### src/rtl/sram_ctrl_pkg.sv
package sram_ctrl_pkg;

    typedef enum logic [2:0] {
        ST_IDLE     = 3'd0,
        ST_RD_ACC   = 3'd1,
        ST_RD_END   = 3'd2,
        ST_WR_SETUP = 3'd3,
        ST_WR_PULSE = 3'd4,
        ST_WR_REC   = 3'd5
    } seq_state_e;

    typedef struct packed {
        logic cs_n;
        logic we_n;
        logic oe_n;
        logic dq_oe;
    } strobe_t;

    localparam strobe_t STROBE_OFF = '{cs_n: 1'b1, we_n: 1'b1, oe_n: 1'b1, dq_oe: 1'b0};

    // Width of a counter able to hold values 0..max_val
    function automatic int cnt_width(input int max_val);
        int w;
        w = 1;
        while ((1 << w) <= max_val) w++;
        return w;
    endfunction

    function automatic int max2(input int a, input int b);
        return (a > b) ? a : b;
    endfunction

    // Strobe levels per state; output enable stays high for every write state
    function automatic strobe_t strobes_for(input seq_state_e st, input logic turn_ok);
        strobe_t s;
        s = STROBE_OFF;
        case (st)
            ST_RD_ACC: begin
                s.cs_n = 1'b0;
                s.oe_n = 1'b0;
            end
            ST_WR_SETUP: begin
                s.cs_n  = 1'b0;
                s.dq_oe = turn_ok;
            end
            ST_WR_PULSE: begin
                s.cs_n  = 1'b0;
                s.we_n  = 1'b0;
                s.dq_oe = 1'b1;
            end
            ST_WR_REC: begin
                s.dq_oe = 1'b1;
            end
            default: s = STROBE_OFF;
        endcase
        return s;
    endfunction

endpackage

### src/rtl/sram_cyc_timer.sv
module sram_cyc_timer #(
    parameter int CNT_W = 4
) (
    input  logic             clk,
    input  logic             rst,
    input  logic             load,
    input  logic [CNT_W-1:0] load_val,
    output logic             zero
);
    logic [CNT_W-1:0] cnt_q;

    always_ff @(posedge clk) begin
        if (rst) begin
            cnt_q <= '0;
        end else if (load) begin
            cnt_q <= load_val;
        end else if (cnt_q != '0) begin
            cnt_q <= cnt_q - 1'b1;
        end
    end

    assign zero = (cnt_q == '0);
endmodule

### src/rtl/sram_turn_guard.sv
module sram_turn_guard #(
    parameter int TURN_CYC = 1
) (
    input  logic clk,
    input  logic rst,
    input  logic release_start,
    output logic drive_ok
);
    localparam int TW = sram_ctrl_pkg::cnt_width(TURN_CYC);
    localparam logic [TW-1:0] TURN_LOAD = TW'(TURN_CYC);

    logic [TW-1:0] wait_q;

    always_ff @(posedge clk) begin
        if (rst) begin
            wait_q <= '0;
        end else if (release_start) begin
            wait_q <= TURN_LOAD;
        end else if (wait_q != '0) begin
            wait_q <= wait_q - 1'b1;
        end
    end

    assign drive_ok = (wait_q == '0);
endmodule

### src/rtl/sram_seq_fsm.sv
module sram_seq_fsm
    import sram_ctrl_pkg::*;
#(
    parameter int ACC_CYC = 2,
    parameter int WP_CYC  = 1,
    parameter int REC_CYC = 1,
    parameter int CNT_W   = 2
) (
    input  logic       clk,
    input  logic       rst,
    input  logic       req_valid,
    input  logic       req_write,
    input  logic       timer_zero,
    input  logic       drive_ok,
    output logic       accept,
    output logic       timer_load,
    output logic [CNT_W-1:0] timer_val,
    output logic       capture,
    output logic       release_start,
    output seq_state_e state
);
    localparam logic [CNT_W-1:0] ACC_LOAD = CNT_W'(ACC_CYC - 1);
    localparam logic [CNT_W-1:0] WP_LOAD  = CNT_W'(WP_CYC - 1);
    localparam logic [CNT_W-1:0] REC_LOAD = CNT_W'(REC_CYC - 1);

    seq_state_e state_q, state_d;

    always_comb begin
        state_d       = state_q;
        accept        = 1'b0;
        timer_load    = 1'b0;
        timer_val     = '0;
        capture       = 1'b0;
        release_start = 1'b0;
        case (state_q)
            ST_IDLE: begin
                if (req_valid) begin
                    accept = 1'b1;
                    if (req_write) begin
                        state_d = ST_WR_SETUP;
                    end else begin
                        state_d    = ST_RD_ACC;
                        timer_load = 1'b1;
                        timer_val  = ACC_LOAD;
                    end
                end
            end
            ST_RD_ACC: begin
                if (timer_zero) begin
                    capture       = 1'b1;
                    release_start = 1'b1;
                    state_d       = ST_RD_END;
                end
            end
            ST_RD_END: state_d = ST_IDLE;
            ST_WR_SETUP: begin
                if (drive_ok) begin
                    state_d    = ST_WR_PULSE;
                    timer_load = 1'b1;
                    timer_val  = WP_LOAD;
                end
            end
            ST_WR_PULSE: begin
                if (timer_zero) begin
                    state_d    = ST_WR_REC;
                    timer_load = 1'b1;
                    timer_val  = REC_LOAD;
                end
            end
            ST_WR_REC: begin
                if (timer_zero) state_d = ST_IDLE;
            end
            default: state_d = ST_IDLE;
        endcase
    end

    always_ff @(posedge clk) begin
        if (rst) state_q <= ST_IDLE;
        else     state_q <= state_d;
    end

    assign state = state_q;
endmodule

### src/rtl/sram_ctrl.sv
module sram_ctrl
    import sram_ctrl_pkg::*;
#(
    parameter int ADDR_W   = 15,
    parameter int DATA_W   = 8,
    parameter int ACC_CYC  = 2,
    parameter int WP_CYC   = 1,
    parameter int REC_CYC  = 1,
    parameter int TURN_CYC = 1
) (
    input  logic              clk,
    input  logic              rst,
    input  logic              req_valid,
    output logic              req_ready,
    input  logic              req_write,
    input  logic [ADDR_W-1:0] req_addr,
    input  logic [DATA_W-1:0] req_wdata,
    output logic              rsp_valid,
    output logic [DATA_W-1:0] rsp_rdata,
    output logic [ADDR_W-1:0] mem_addr,
    output logic              mem_cs_n,
    output logic              mem_we_n,
    output logic              mem_oe_n,
    output logic [DATA_W-1:0] mem_dq_out,
    output logic              mem_dq_oe,
    input  logic [DATA_W-1:0] mem_dq_in
);
    localparam int MAX_WIN = max2(ACC_CYC, max2(WP_CYC, REC_CYC));
    localparam int CNT_W   = cnt_width(MAX_WIN);

    seq_state_e       state;
    strobe_t          strb;
    logic             accept, timer_load, timer_zero, capture, release_start, drive_ok;
    logic [CNT_W-1:0] timer_val;
    logic [ADDR_W-1:0] addr_q;
    logic [DATA_W-1:0] wdata_q, rdata_q;

    sram_seq_fsm #(
        .ACC_CYC(ACC_CYC), .WP_CYC(WP_CYC), .REC_CYC(REC_CYC), .CNT_W(CNT_W)
    ) u_fsm (
        .clk(clk), .rst(rst),
        .req_valid(req_valid), .req_write(req_write),
        .timer_zero(timer_zero), .drive_ok(drive_ok),
        .accept(accept), .timer_load(timer_load), .timer_val(timer_val),
        .capture(capture), .release_start(release_start), .state(state)
    );

    sram_cyc_timer #(.CNT_W(CNT_W)) u_timer (
        .clk(clk), .rst(rst),
        .load(timer_load), .load_val(timer_val), .zero(timer_zero)
    );

    sram_turn_guard #(.TURN_CYC(TURN_CYC)) u_turn (
        .clk(clk), .rst(rst),
        .release_start(release_start), .drive_ok(drive_ok)
    );

    // Request fields are held for the whole access
    always_ff @(posedge clk) begin
        if (rst) begin
            addr_q  <= '0;
            wdata_q <= '0;
        end else if (accept) begin
            addr_q  <= req_addr;
            wdata_q <= req_wdata;
        end
    end

    always_ff @(posedge clk) begin
        if (rst)          rdata_q <= '0;
        else if (capture) rdata_q <= mem_dq_in;
    end

    // Strobes decode straight from the state register (Moore outputs)
    assign strb       = strobes_for(state, drive_ok);
    assign mem_cs_n   = strb.cs_n;
    assign mem_we_n   = strb.we_n;
    assign mem_oe_n   = strb.oe_n;
    assign mem_dq_oe  = strb.dq_oe;
    assign mem_addr   = addr_q;
    assign mem_dq_out = wdata_q;
    assign req_ready  = (state == ST_IDLE);
    assign rsp_valid  = (state == ST_RD_END);
    assign rsp_rdata  = rdata_q;
endmodule

### config.mk
export PLATFORM = sky130hd
export DESIGN_NAME = sram_ctrl
export DESIGN_NICKNAME = d
export VERILOG_FILES = /design/src/rtl/sram_ctrl_pkg.sv /design/src/rtl/sram_cyc_timer.sv /design/src/rtl/sram_turn_guard.sv /design/src/rtl/sram_seq_fsm.sv /design/src/rtl/sram_ctrl.sv
export SDC_FILE = /design/constraint.sdc
export NUM_CORES = 1
export LEC_CHECK = 0
export ABC_AREA = 1
export BUFFER_PORTS_ARGS = -buffer_cell sky130_fd_sc_hd__buf_2
export CORE_ASPECT_RATIO = 0.8
export CORE_MARGIN = 8
export CORE_UTILIZATION = 40
export DETAILED_ROUTE_END_ITERATION = 8
export GPL_TIMING_DRIVEN = 0
export PLACE_DENSITY = 0.78
export SYNTH_ARGS = -nofsm -noshare
export SYNTH_HDL_FRONTEND = slang
export SYNTH_HIERARCHICAL = 1
export SYNTH_SLANG_ARGS = --single-unit
export TNS_END_PERCENT = 100
### constraint.sdc
create_clock -name clk -period 4.12 [get_ports clk]
set_input_delay 0.824 -clock clk [delete_from_list [all_inputs] [get_ports clk]]
set_output_delay 0.824 -clock clk [all_outputs]
set_load 0.01 [all_outputs]
==> metrics <==
Setup Crit Path Kind=flop to output pin; Post-DP Area=2350 sq um; site row count=22; pwr dens=672 nW/um^2; worst min-delay path class=flop to flop; crit path DAT=1230 ps; most common cell after layout, fill and taps aside=buf_2; Worst Clk Skew=3.77 ps; DIE HEIGHT=77.9 um; hold slack=471 ps; vias in the first global route=1672; setup slack after layout=2070 ps; Placer Congestion=0.856; Detail Route Antenna Nets=0; fraction of layout cells with a size suffix above 1=0.416; Final Slew Violations=0; setup violators final=0; final hold violations=0; Core Area=4600 sq um; Crit path top cell by count=nand2_1; H-tree depth reported by CTS=2; crit path cell chain=inv_1, nor2_1, nand2_1, nand2_1, buf_2; Reg2Reg Depth=9; Final Core Density=0.537; Synth Warn #=6; DRC viols=0; run status=finished clean; CP max stage delay=470 ps; f_max=0.487 GHz; WHS Path Cells=2; RR Startpoint=u_timer/cnt_q[0]$_SDFFE_PP0P_; largest net degree at the start of global routing=13; share of async-settable or async-resettable flops after synthesis=0; crit path launch type=flop; Max-Cap Viols=0; Die W=93.4 um; Reg clk slew, reported paths=70 ps; Detailed Route WL=4390 um; Layout area overhead=28.7%; total grt overflow=0; Initial Util=0.417; Pleak=0.00139 uW; Peak VDD IR=0.000246 V; RR Endpoint=u_timer/cnt_q[1]$_SDFFE_PP0P_; fill cell count=459; synth unique cells=22; Cells after Synth=277; most common flop cell mapped by yosys=dfxtp_1; crit end category=output pin; post-CTS setup buffers=0; DR vias=1736; post-synthesis instance area=1920 sq um; Via density=4.17; Place WS=2340 ps; CTS Hold Bufs=0; first-pass GRT wire length=7530 um; average routed wire per standard cell=10.5 um; Crit-path slowest cell=dfxtp_1; hold path startpoint=rsp_rdata[4]$_SDFFE_PP0P_; Final nets=391; full die area=7280 sq um; Hold Path Sink=rsp_rdata[4]$_SDFFE_PP0P_; Post-DP HPWL=3400 um; CTS resizes=0; Final Cycle Share=0.499; R2R Setup Slk=2620 ps; TritonCTS Buffers=5; Post-synth EDFFs=0; initial antenna violation count=0; DRT Pass-1 Iters=4; Tot GR Track Use=0.124; ANT cells=0; Seq/Total Area, Yosys=0.386; Num Clock Sinks=37; Finished Cell Area=2470 sq um; CP max FO=8; commonest cells after routing, fill and taps aside=buf_2 (73), nand2_1 (56), inv_1 (51), nor2_1 (49), dfxtp_1 (37); Worst-Skew Late Latency=290 ps; WP data required=3300 ps; Mapped Nets=313; 1st-iter DRT viols=55; Ports=72; flops & latches, synth=37; clock buffer depth=2; RSZ-0062 raised after global routing=no; CTS tree=built; TNS Setup=0 ps; I/O Buffers=71; Clock Tree Root=clkbuf_8; fin crit period=2050 ps; Syn Area/Cell=6.92 sq um
[worst max-delay path: cells and delay by family (launching register included)]
kind,cells,cell delay (ps)
flops,1,470
buf+inv,2,180
simple gates,3,280
[per-stage QoR]
stage | total power [uW] | cells
6_report | 1660 | 416
4_1_cts | 1680 | 416
3_5_place_dp | 1350 | 408
5_1_grt | 1800 | 416
2_1_floorplan | 1120 | 277
3_3_place_gp | 1330 | 408
[cell type report]
class | count | area [sq um] | area share
repair buffers | 71 | 355 | 0.144
well taps | 60 | 75.1 | 0.0304
clock inverters | 2 | 37.5 | 0.0152
multi-input cells | 177 | 857 | 0.347
clock buffers | 6 | 82.6 | 0.0335
inverters | 51 | 191 | 0.0775
plain buffers | 12 | 129 | 0.0522
flip-flops and latches | 37 | 741 | 0.300
[routing by layer]
metal,track usage,share of wire,vias up
li1,-,-,941
met2,0.201,0.44,48
met3,0.0433,0.092,7
met5,0,0,-
met4,0.0385,0.011,0
met1,0.149,0.45,740
[flip-flops by register name, summed over array words and instances (netlist names)]
signal         count
mem_dq_out         8
u_fsm/state        3
mem_addr          15
u_timer/cnt_q      2
rsp_rdata          8
u_turn/wait_q      1
[synthesized netlist by cell type (3+ instances only)]
master	n	share of area
nand2_2	28	0.091
dfxtp_1	37	0.39
inv_1	51	0.10
nand2_1	56	0.11
nor2_1	49	0.096
nor2_2	26	0.085
buf_4	3	0.012
buf_6	5	0.029
a21oi_1	5	0.013
[cells by family (layout without fill, tap and decap cells)]
family,Yosys count,after routing,synth area share
other,1,1,0.00196
and+or+nand+nor,167,167,0.416
adders and majority gates,1,1,0.00652
buffers and inverters,63,142,0.167
AOI/OAI and AO/OA,8,8,0.0222
DFF,37,37,0.386
[report_power, final]
part,leakage (uW),total [uW],internal [uW],switching (uW)
Combinational,0.00102,769,334,435
Sequential,0.000305,566,483,83.0
Clock,0.0000574,324,197,127
Total,0.00139,1660,1010,645
[worst max path at each step]
stage / end / depth (start not counted) / start / slack (ps)
2_1_floorplan: rsp_valid / 2 / u_fsm/state[1]$_SDFFE_PP0P_ / 2500
3_3_place_gp: u_timer/cnt_q[0]$_SDFFE_PP0P_ / 8 / req_valid / 2370
3_5_place_dp: u_timer/cnt_q[1]$_SDFFE_PP0P_ / 8 / req_valid / 2340
4_1_cts: mem_dq_oe / 5 / u_fsm/state[0]$_SDFFE_PP0P_ / 2050
5_1_grt: mem_dq_oe / 5 / u_fsm/state[0]$_SDFFE_PP0P_ / 1900
6_report: mem_dq_oe / 5 / u_fsm/state[0]$_SDFFE_PP0P_ / 2070
No activity file was read; power rests on OpenSTA's default activity.
